File: src/rtl/istream_pf_pkg.sv
package istream_pf_pkg;

  typedef enum logic [2:0] {
    ST_IDLE,
    ST_FILL_BUF,
    ST_WAIT_PF,
    ST_REQ_DEM,
    ST_REQ_PF,
    ST_WAIT_DEM
  } pfState_e;

  // strobes from control to datapath
  typedef struct packed {
    logic latchReq;     // capture missed line address
    logic flushBuf;     // drop buffer, mark in-flight prefetch stale
    logic pfIssued;     // prefetch request accepted by memory
    logic pfLand;       // live prefetch response present
    logic pfToBuf;      // that response is parked in the buffer
    logic dropRsp;      // stale response consumed
    logic reqNext;      // request address is line + 1
    logic fillFromBuf;  // fill data sourced from buffer
  } pfStrobe_t;

  // status from datapath to control
  typedef struct packed {
    logic bufHit;
    logic flightHit;
    logic pfPending;
    logic pfStale;
  } pfStatus_t;

endpackage

File: src/rtl/istream_pf_datapath.sv
module istream_pf_datapath
  import istream_pf_pkg::*;
#(
  parameter int ADDR_W = 12,
  parameter int LINE_W = 256
) (
  input  logic              clk,
  input  logic              rstN,
  input  pfStrobe_t         strobe,
  input  logic [ADDR_W-1:0] missAddr,
  input  logic [LINE_W-1:0] memRspData,
  output pfStatus_t         status,
  output logic [ADDR_W-1:0] memReqAddr,
  output logic [ADDR_W-1:0] fillAddr,
  output logic [LINE_W-1:0] fillData,
  output logic              bufValid,
  output logic [ADDR_W-1:0] bufTag,
  output logic [LINE_W-1:0] bufData,
  output logic              pfPending
);

  logic [ADDR_W-1:0] reqAddr;
  logic [ADDR_W-1:0] nextLine;
  logic              pfStale;

  assign nextLine = reqAddr + 1'b1;

  always_ff @(posedge clk) begin
    if (!rstN) begin
      reqAddr <= '0;
    end else if (strobe.latchReq) begin
      reqAddr <= missAddr;
    end
  end

  // buffer tag / valid / pending tracking
  always_ff @(posedge clk) begin
    if (!rstN) begin
      bufValid  <= 1'b0;
      bufTag    <= '0;
      pfPending <= 1'b0;
      pfStale   <= 1'b0;
    end else begin
      if (strobe.dropRsp) begin
        pfStale <= 1'b0;
      end
      if (strobe.pfLand) begin
        pfPending <= 1'b0;
        if (strobe.pfToBuf) begin
          bufValid <= 1'b1;
        end
      end
      if (strobe.flushBuf) begin
        bufValid  <= 1'b0;
        pfPending <= 1'b0;
        pfStale   <= pfStale | pfPending;
      end
      if (strobe.pfIssued) begin
        bufTag    <= nextLine;
        bufValid  <= 1'b0;
        pfPending <= 1'b1;
      end
    end
  end

  always_ff @(posedge clk) begin
    if (!rstN) begin
      bufData <= '0;
    end else if (strobe.pfLand && strobe.pfToBuf) begin
      bufData <= memRspData;
    end
  end

  assign status.bufHit    = bufValid && (bufTag == missAddr);
  assign status.flightHit = pfPending && (bufTag == missAddr);
  assign status.pfPending = pfPending;
  assign status.pfStale   = pfStale;

  assign memReqAddr = strobe.reqNext ? nextLine : reqAddr;
  assign fillAddr   = reqAddr;
  assign fillData   = strobe.fillFromBuf ? bufData : memRspData;

endmodule

File: src/rtl/istream_pf_ctrl.sv
module istream_pf_ctrl
  import istream_pf_pkg::*;
(
  input  logic      clk,
  input  logic      rstN,
  input  logic      missValid,
  input  logic      memReqReady,
  input  logic      memRspValid,
  input  pfStatus_t status,
  output pfStrobe_t strobe,
  output logic      missReady,
  output logic      memReqValid,
  output logic      fillValid
);

  pfState_e state;
  pfState_e nextState;
  logic     demPend;
  logic     accept;
  logic     rspDrop;
  logic     rspDem;
  logic     rspPf;

  assign missReady = (state == ST_IDLE) && !memRspValid;
  assign accept    = missValid && missReady;

  // in-order response routing: stale first, then demand, then prefetch
  assign rspDrop = memRspValid && status.pfStale;
  assign rspDem  = memRspValid && !status.pfStale && demPend;
  assign rspPf   = memRspValid && !status.pfStale && !demPend && status.pfPending;

  always_comb begin
    nextState = state;
    unique case (state)
      ST_IDLE: begin
        if (accept) begin
          if (status.bufHit)         nextState = ST_FILL_BUF;
          else if (status.flightHit) nextState = ST_WAIT_PF;
          else                       nextState = ST_REQ_DEM;
        end
      end
      ST_FILL_BUF: nextState = ST_REQ_PF;
      ST_WAIT_PF:  if (rspPf) nextState = ST_REQ_PF;
      ST_REQ_DEM:  if (memReqReady) nextState = ST_REQ_PF;
      ST_REQ_PF: begin
        if (memReqReady) nextState = (demPend && !rspDem) ? ST_WAIT_DEM : ST_IDLE;
      end
      ST_WAIT_DEM: if (rspDem) nextState = ST_IDLE;
      default:     nextState = ST_IDLE;
    endcase
  end

  always_ff @(posedge clk) begin
    if (!rstN) begin
      state   <= ST_IDLE;
      demPend <= 1'b0;
    end else begin
      state <= nextState;
      if (state == ST_REQ_DEM && memReqReady) begin
        demPend <= 1'b1;
      end else if (rspDem) begin
        demPend <= 1'b0;
      end
    end
  end

  always_comb begin
    strobe             = '0;
    strobe.latchReq    = accept;
    strobe.flushBuf    = accept && !status.bufHit && !status.flightHit;
    strobe.pfIssued    = (state == ST_REQ_PF) && memReqReady;
    strobe.pfLand      = rspPf;
    strobe.pfToBuf     = rspPf && (state != ST_WAIT_PF);
    strobe.dropRsp     = rspDrop;
    strobe.reqNext     = (state == ST_REQ_PF);
    strobe.fillFromBuf = (state == ST_FILL_BUF);
  end

  assign memReqValid = (state == ST_REQ_DEM) || (state == ST_REQ_PF);
  assign fillValid   = (state == ST_FILL_BUF) || rspDem || ((state == ST_WAIT_PF) && rspPf);

endmodule

File: src/rtl/istream_prefetch.sv
module istream_prefetch
  import istream_pf_pkg::*;
#(
  parameter int ADDR_W     = 12,
  parameter int LINE_BYTES = 32
) (
  input  logic                    clk,
  input  logic                    rstN,
  input  logic                    missValid,
  output logic                    missReady,
  input  logic [ADDR_W-1:0]       missAddr,
  output logic                    fillValid,
  output logic [ADDR_W-1:0]       fillAddr,
  output logic [LINE_BYTES*8-1:0] fillData,
  output logic                    memReqValid,
  input  logic                    memReqReady,
  output logic [ADDR_W-1:0]       memReqAddr,
  input  logic                    memRspValid,
  input  logic [LINE_BYTES*8-1:0] memRspData
);

  localparam int LINE_W = LINE_BYTES * 8;

  pfStrobe_t         strobe;
  pfStatus_t         status;
  logic              bufValid;
  logic [ADDR_W-1:0] bufTag;
  logic [LINE_W-1:0] bufData;
  logic              pfPending;

  istream_pf_ctrl u_ctrl (
    .clk         (clk),
    .rstN        (rstN),
    .missValid   (missValid),
    .memReqReady (memReqReady),
    .memRspValid (memRspValid),
    .status      (status),
    .strobe      (strobe),
    .missReady   (missReady),
    .memReqValid (memReqValid),
    .fillValid   (fillValid)
  );

  istream_pf_datapath #(
    .ADDR_W (ADDR_W),
    .LINE_W (LINE_W)
  ) u_dp (
    .clk        (clk),
    .rstN       (rstN),
    .strobe     (strobe),
    .missAddr   (missAddr),
    .memRspData (memRspData),
    .status     (status),
    .memReqAddr (memReqAddr),
    .fillAddr   (fillAddr),
    .fillData   (fillData),
    .bufValid   (bufValid),
    .bufTag     (bufTag),
    .bufData    (bufData),
    .pfPending  (pfPending)
  );

endmodule

File: config.mk
export PLATFORM = sky130hd
export DESIGN_NAME = istream_prefetch
export DESIGN_NICKNAME = d
export VERILOG_FILES = /design/src/rtl/istream_pf_pkg.sv /design/src/rtl/istream_pf_datapath.sv /design/src/rtl/istream_pf_ctrl.sv /design/src/rtl/istream_prefetch.sv
export SDC_FILE = /design/constraint.sdc
export NUM_CORES = 1
export LEC_CHECK = 0
export ABC_AREA = 1
export CORE_AREA = 2 2 214 216
export DETAILED_ROUTE_END_ITERATION = 16
export DIE_AREA = 0 0 216 218
export GPL_ROUTABILITY_DRIVEN = 0
export PLACE_DENSITY = 0.59
export SLEW_MARGIN = 10
export SYNTH_ARGS = -nofsm -noshare
export SYNTH_HDL_FRONTEND = slang
export SYNTH_SLANG_ARGS = --single-unit
File: constraint.sdc
create_clock -name clk -period 1.8 [get_ports clk]
set_input_delay 0.27 -clock clk [delete_from_list [all_inputs] [get_ports clk]]
set_output_delay 0.27 -clock clk [all_outputs]
set_load 0.02 [all_outputs]
Word-level counts from Yosys, hierarchy flattened
Index checks and enable logic that the tools add are counted.
- reductions and logical operators: 33
- bitwise gates (word level): 2
- equal/unequal tests: 12
- muxes and demuxes: 18
- $add $sub $neg: 1
- operators by type and width (kind ; count):
    256-bit 2-to-1 mux ; 1
    3-bit 2-to-1 mux ; 7
    3-bit one-hot mux with 6 select lines ; 1
    1-bit logical AND ; 17
    12-bit by 1-bit adder with 12-bit output, second input constant ; 1
    12-bit equality test ; 1
    12-bit 2-to-1 mux ; 1
    1-bit 2-to-1 mux ; 8
    3-bit by 2-bit equality test with 1-bit output, second input constant ; 2
    3-bit equality test, second input constant ; 2
    1-bit logical NOT ; 6
    2-bit by 1-bit != test with 1-bit output, second input constant ; 3
    5-bit AND reduction ; 1
    2-bit != test, second input constant ; 2
    2-bit nonzero test ; 2
    3-bit by 1-bit equality test with 1-bit output, second input constant ; 1
    3-bit logical NOT ; 1
    1-bit logical OR ; 3
    3-bit by 2-bit != test with 1-bit output, second input constant ; 1
    3-bit nonzero test ; 1
    3-bit OR reduction ; 1
    2-bit AND reduction ; 1
    1-bit inverter ; 1
    1-bit bitwise OR ; 1
- flip-flop bits (word level): 287
- bits of input ports: 273

Logic depth before layout (Yosys ltp)
- depth after elaboration: 8
- mapped depth: 10
- mapped depth without buffers: 10

Hierarchy
A second synthesis with hierarchy kept.
- cell total of the unflattened synthesis: 1987
- area total of the unflattened synthesis: 13595.5 um^2
- modules (own cells, without submodules) (module ; cells each ; instances ; area each (um^2)):
    istream_pf_datapath ; 1917 ; 1 ; 13186.4
    istream_pf_ctrl ; 70 ; 1 ; 409.1

Worst setup path before layout
OpenSTA, ideal clock, no wires.
- kind: reg2out
- start: register u_dp.reqAddr[0] (netlist: u_dp.fillAddr[0])
- end: output port memReqAddr[9]
- required time: 1.530 ns
- path slack: -0.089 ns
- buffers on the path: 0
- arrival time: 1.619 ns
- stages on the path, launching flop included: 6
- path through: dfxtp_1 -> nand3_1 -> nand3b_1 -> nor2_1 -> xor2_1 -> o21ai_0
- word-level cells in the longest chain between the ends: 2
- RTL lines (element ; line ; text):
    start: declaration ; istream_pf_datapath.sv:22 ; logic [ADDR_W-1:0] reqAddr;
    start signal: assignment ; istream_pf_datapath.sv:32 ; reqAddr <= missAddr;
    12-bit by 1-bit adder with 12-bit output ; istream_pf_datapath.sv:26 ; assign nextLine = reqAddr + 1'b1;
    12-bit 2-to-1 mux ; istream_pf_datapath.sv:79 ; assign memReqAddr = strobe.reqNext ? nextLine : reqAddr;
    end: declaration ; istream_prefetch.sv:17 ; output logic [ADDR_W-1:0] memReqAddr,
Every way passes these cells.

Worst setup path after layout
- start: register u_ctrl.state[2]
- end: output port fillData[5]
- word-level cells in the longest chain between the ends: 2
- RTL lines (element ; line ; text):
    start: declaration ; istream_pf_ctrl.sv:16 ; pfState_e state;
    start signal: assignment ; istream_pf_ctrl.sv:58 ; state <= nextState;
    3-bit by 1-bit equality test with 1-bit output ; istream_pf_ctrl.sv:76 ; strobe.fillFromBuf = (state == ST_FILL_BUF);
    256-bit 2-to-1 mux ; istream_pf_datapath.sv:81 ; assign fillData = strobe.fillFromBuf ? bufData : memRspData;
    end: declaration ; istream_prefetch.sv:14 ; output logic [LINE_BYTES*8-1:0] fillData,
Every way passes these cells.

==> impl_metrics.toml <==
[setup_path]
crit_required_ns = 1.53
cp_data_arrival_time_ns = 2.01
crit_fanout = 9
end_kind = "output port"
critPathLaunchType = "flop"
timing.rr.start = "u_ctrl.state[2]"
rrSetupSlack_ns = -0.04
setup.worst_path.end = "fillData[5]"
reg2regPathDepth = 10
reg2reg_to = "u_dp.bufData[247]"
cp-startpoint = "u_ctrl.state[2]"
worstSetupPathType = "flop to output port"

[drt]
drt_iter0_markers = 732
wl_per_cell_um = 17.5
ant_nets = 0
avgViaCountPerCell = 4.84
drc_errors = 0
drt-total-wl_um = 57300
dr.pass1.iters = 5
dr_total_vias = 15800

[clock_network]
cts_tree = "yes"
cts.sinks = 287
cts_root_buf = "clkbuf_16"
ctsHoldBuffers = 0
cts_buffers = 36
worstSkewPairLatency_ns = 0.53
cts_max_level = 2
clk_path_buf_depth = 3
clk_pin_slew_ns = 0.06

[yosys]
synth_area_leaders = "dfxtp_1, o21ai_0, a21oi_1, nand2_1, inv_1"
synth_nets = 2211
synth_edf_count = 0
synthTopCellsByCount = "o21ai_0, nand2_1, inv_1"
synth_ff_type = "dfxtp_1"
synth_area_per_cell_um2 = 6.87
ys_warn_count = 0
ys_ff_latch = 287
synth_most_common_cell = "o21ai_0"
seq_area_frac_synth_pct = 43.2
synth_top_area_share_pct = 43.2
async_flop_share_pct = 0
synth_cells = 1937
synth.distinct_cells = 32
syn_area_um2 = 13300
yosysTopAreaCell = "dfxtp_1"

[timing]
relSlewSlack_pct = 70.7
setup_viol = 275
period_share_pct = 127
hold_viol = 0
worstMarginPinSlew_ns = 0.439
fin_worst_skew_ns = 0.0123
rsz0062_at_grt = "yes"
whs_ns = 0.0930
slew_violations = 0
fin_crit_ns = 2.28
fmax_mhz = 439
setup_ws_ns = -0.479

[floorplan]
num_io_pins = 556
initial_core_util_pct = 29.7
fp.dieH_um = 218
dieArea_um2 = 47100
die_width_um = 216
core.rowCount = 78
core_area_um2 = 44900

[place]
numPortBuffers = 555
hpwl_um = 34200
place_area_um2 = 20200

[finish]
fin_nets = 2919
post-route-util_pct = 57.2
drive_gt1_share_pct = 35.9
syn_to_final_growth_pct = 92.8
final_area_um2 = 25700

[grt]
grt_max_degree = 102
antenna_found_initial = 4
grt_pass1_wl_um = 82300
grt_pass1_vias = 15300
grt_overflow = 0
gr-usage-all-layers_pct = 21.8

[hold_path]
hold_path_class = "input pin to flop"

[pwr]
power.density_nw_per_um2 = 1270
leakage_nw = 10.4
peakVddDrop_uv = 765

[run_status]
violations = "negative setup slack"
status = "complete, but fails checks"

[flow_run]
cap_violations = 0
==> metal layers <==
metal | up-vias | global-route usage (%) | share of wire [%]
li1 | 7756 | - | -
met1 | 7442 | 26.2 | 41
met2 | 526 | 36.9 | 48
met3 | 112 | 6.11 | 7.3
met4 | 2 | 8.79 | 3.2
met5 | - | 0 | 0.023
==> layout make-up <==
type	count	area, um^2
Antenna cell	3	7.51
Clock buffer	53	1040
Clock inverter	6	61.3
Fill cell	3942	19200
Inverter	296	1130
Multi-Input combinational cell	1208	7890
Sequential cell	287	5760
Tap cell	600	751
Timing Repair Buffer	814	9010
Timing Repair inverter	2	12.5
==> sequential cells by signal (all words and copies together), names as in the netlist <==
register,count
u_dp.bufData,256
u_dp.bufTag,12
u_dp.fillAddr,12
u_ctrl.state,3
u_ctrl.demPend,1
u_dp.bufValid,1
u_dp.pfPending,1
u_dp.pfStale,1
==> cell usage in the layout (no fill, tap or decap), types with 93 or more instances in the layout <==
| cell type | n |
|---|---|
| buf_4 | 188 |
| buf_6 | 215 |
| a21oi_1 | 274 |
| o21ai_1 | 233 |
| o21ai_2 | 93 |
| nand2_1 | 177 |
| dfxtp_1 | 278 |
| clkdlybuf4s50_1 | 271 |
| inv_1 | 287 |
| o21ai_0 | 128 |
| nand2_2 | 97 |
==> per-stage QoR <==
stage | cells | setup slack, ns | setup TNS (ns) | total power, mW
after floorplan | 1937 | 0.00907 | 0 | 12.9
after global placement | 3082 | -0.729 | -150.44 | 18.5
after detailed placement | 3082 | -0.693 | -145.48 | 18.6
after CTS | 3240 | -0.568 | -111.70 | 29.8
after global routing | 3269 | -0.568 | -122.92 | 34.1
final | 3269 | -0.479 | -92.05 | 32.6
==> power by group <==
part           internal [mW]  switching [mW]
registers               7.01           0.215
logic                   8.91            9.58
clock network           4.11            2.81
total                   20.0            12.6
==> how the worst min path moves through the flow <==
stage / from / cells past startpoint / to / slack (ns)
2_1_floorplan: missAddr[0] / 2 / u_dp.fillAddr[0] / 0.41
3_3_place_gp: u_dp.bufData[230] / 2 / u_dp.bufData[230] / 0.43
3_5_place_dp: u_dp.bufData[236] / 2 / u_dp.bufData[236] / 0.44
4_1_cts: rstN / 3 / u_dp.bufData[237] / 0.05
5_1_grt: rstN / 3 / u_dp.bufData[236] / 0.08
6_report: rstN / 3 / u_dp.bufData[235] / 0.09
==> logic make-up after synthesis <==
kind of cell	after synthesis	synth area share (%)
adder cells (fa/ha/maj)	1	0.0940
AO/OA/AOI/OAI	821	31.0
buffers and inverters	442	13.7
XOR/XNOR	15	0.987
AND/OR/NAND/NOR	371	11.1
flip-flops	287	43.2
==> critical path, stage by stage (launching register included) <==
cell,delay [ns]
dfxtp_2,0.32
inv_2,0.07
nand3_4,0.11
buf_12,0.16
buf_12,0.13
buf_16,0.15
buf_12,0.13
buf_16,0.13
o21ai_2,0.14
buf_6,0.14
==> what timing repair did <==
action                                  in CTS  in global routing
gates cloned                                28                 22
setup buffers                               72                 18
endpoints found under the setup margin     284                459
pin swaps                                   22                 28
gates resized for setup                   2172                466
Power figures use the tool's default switching activity.
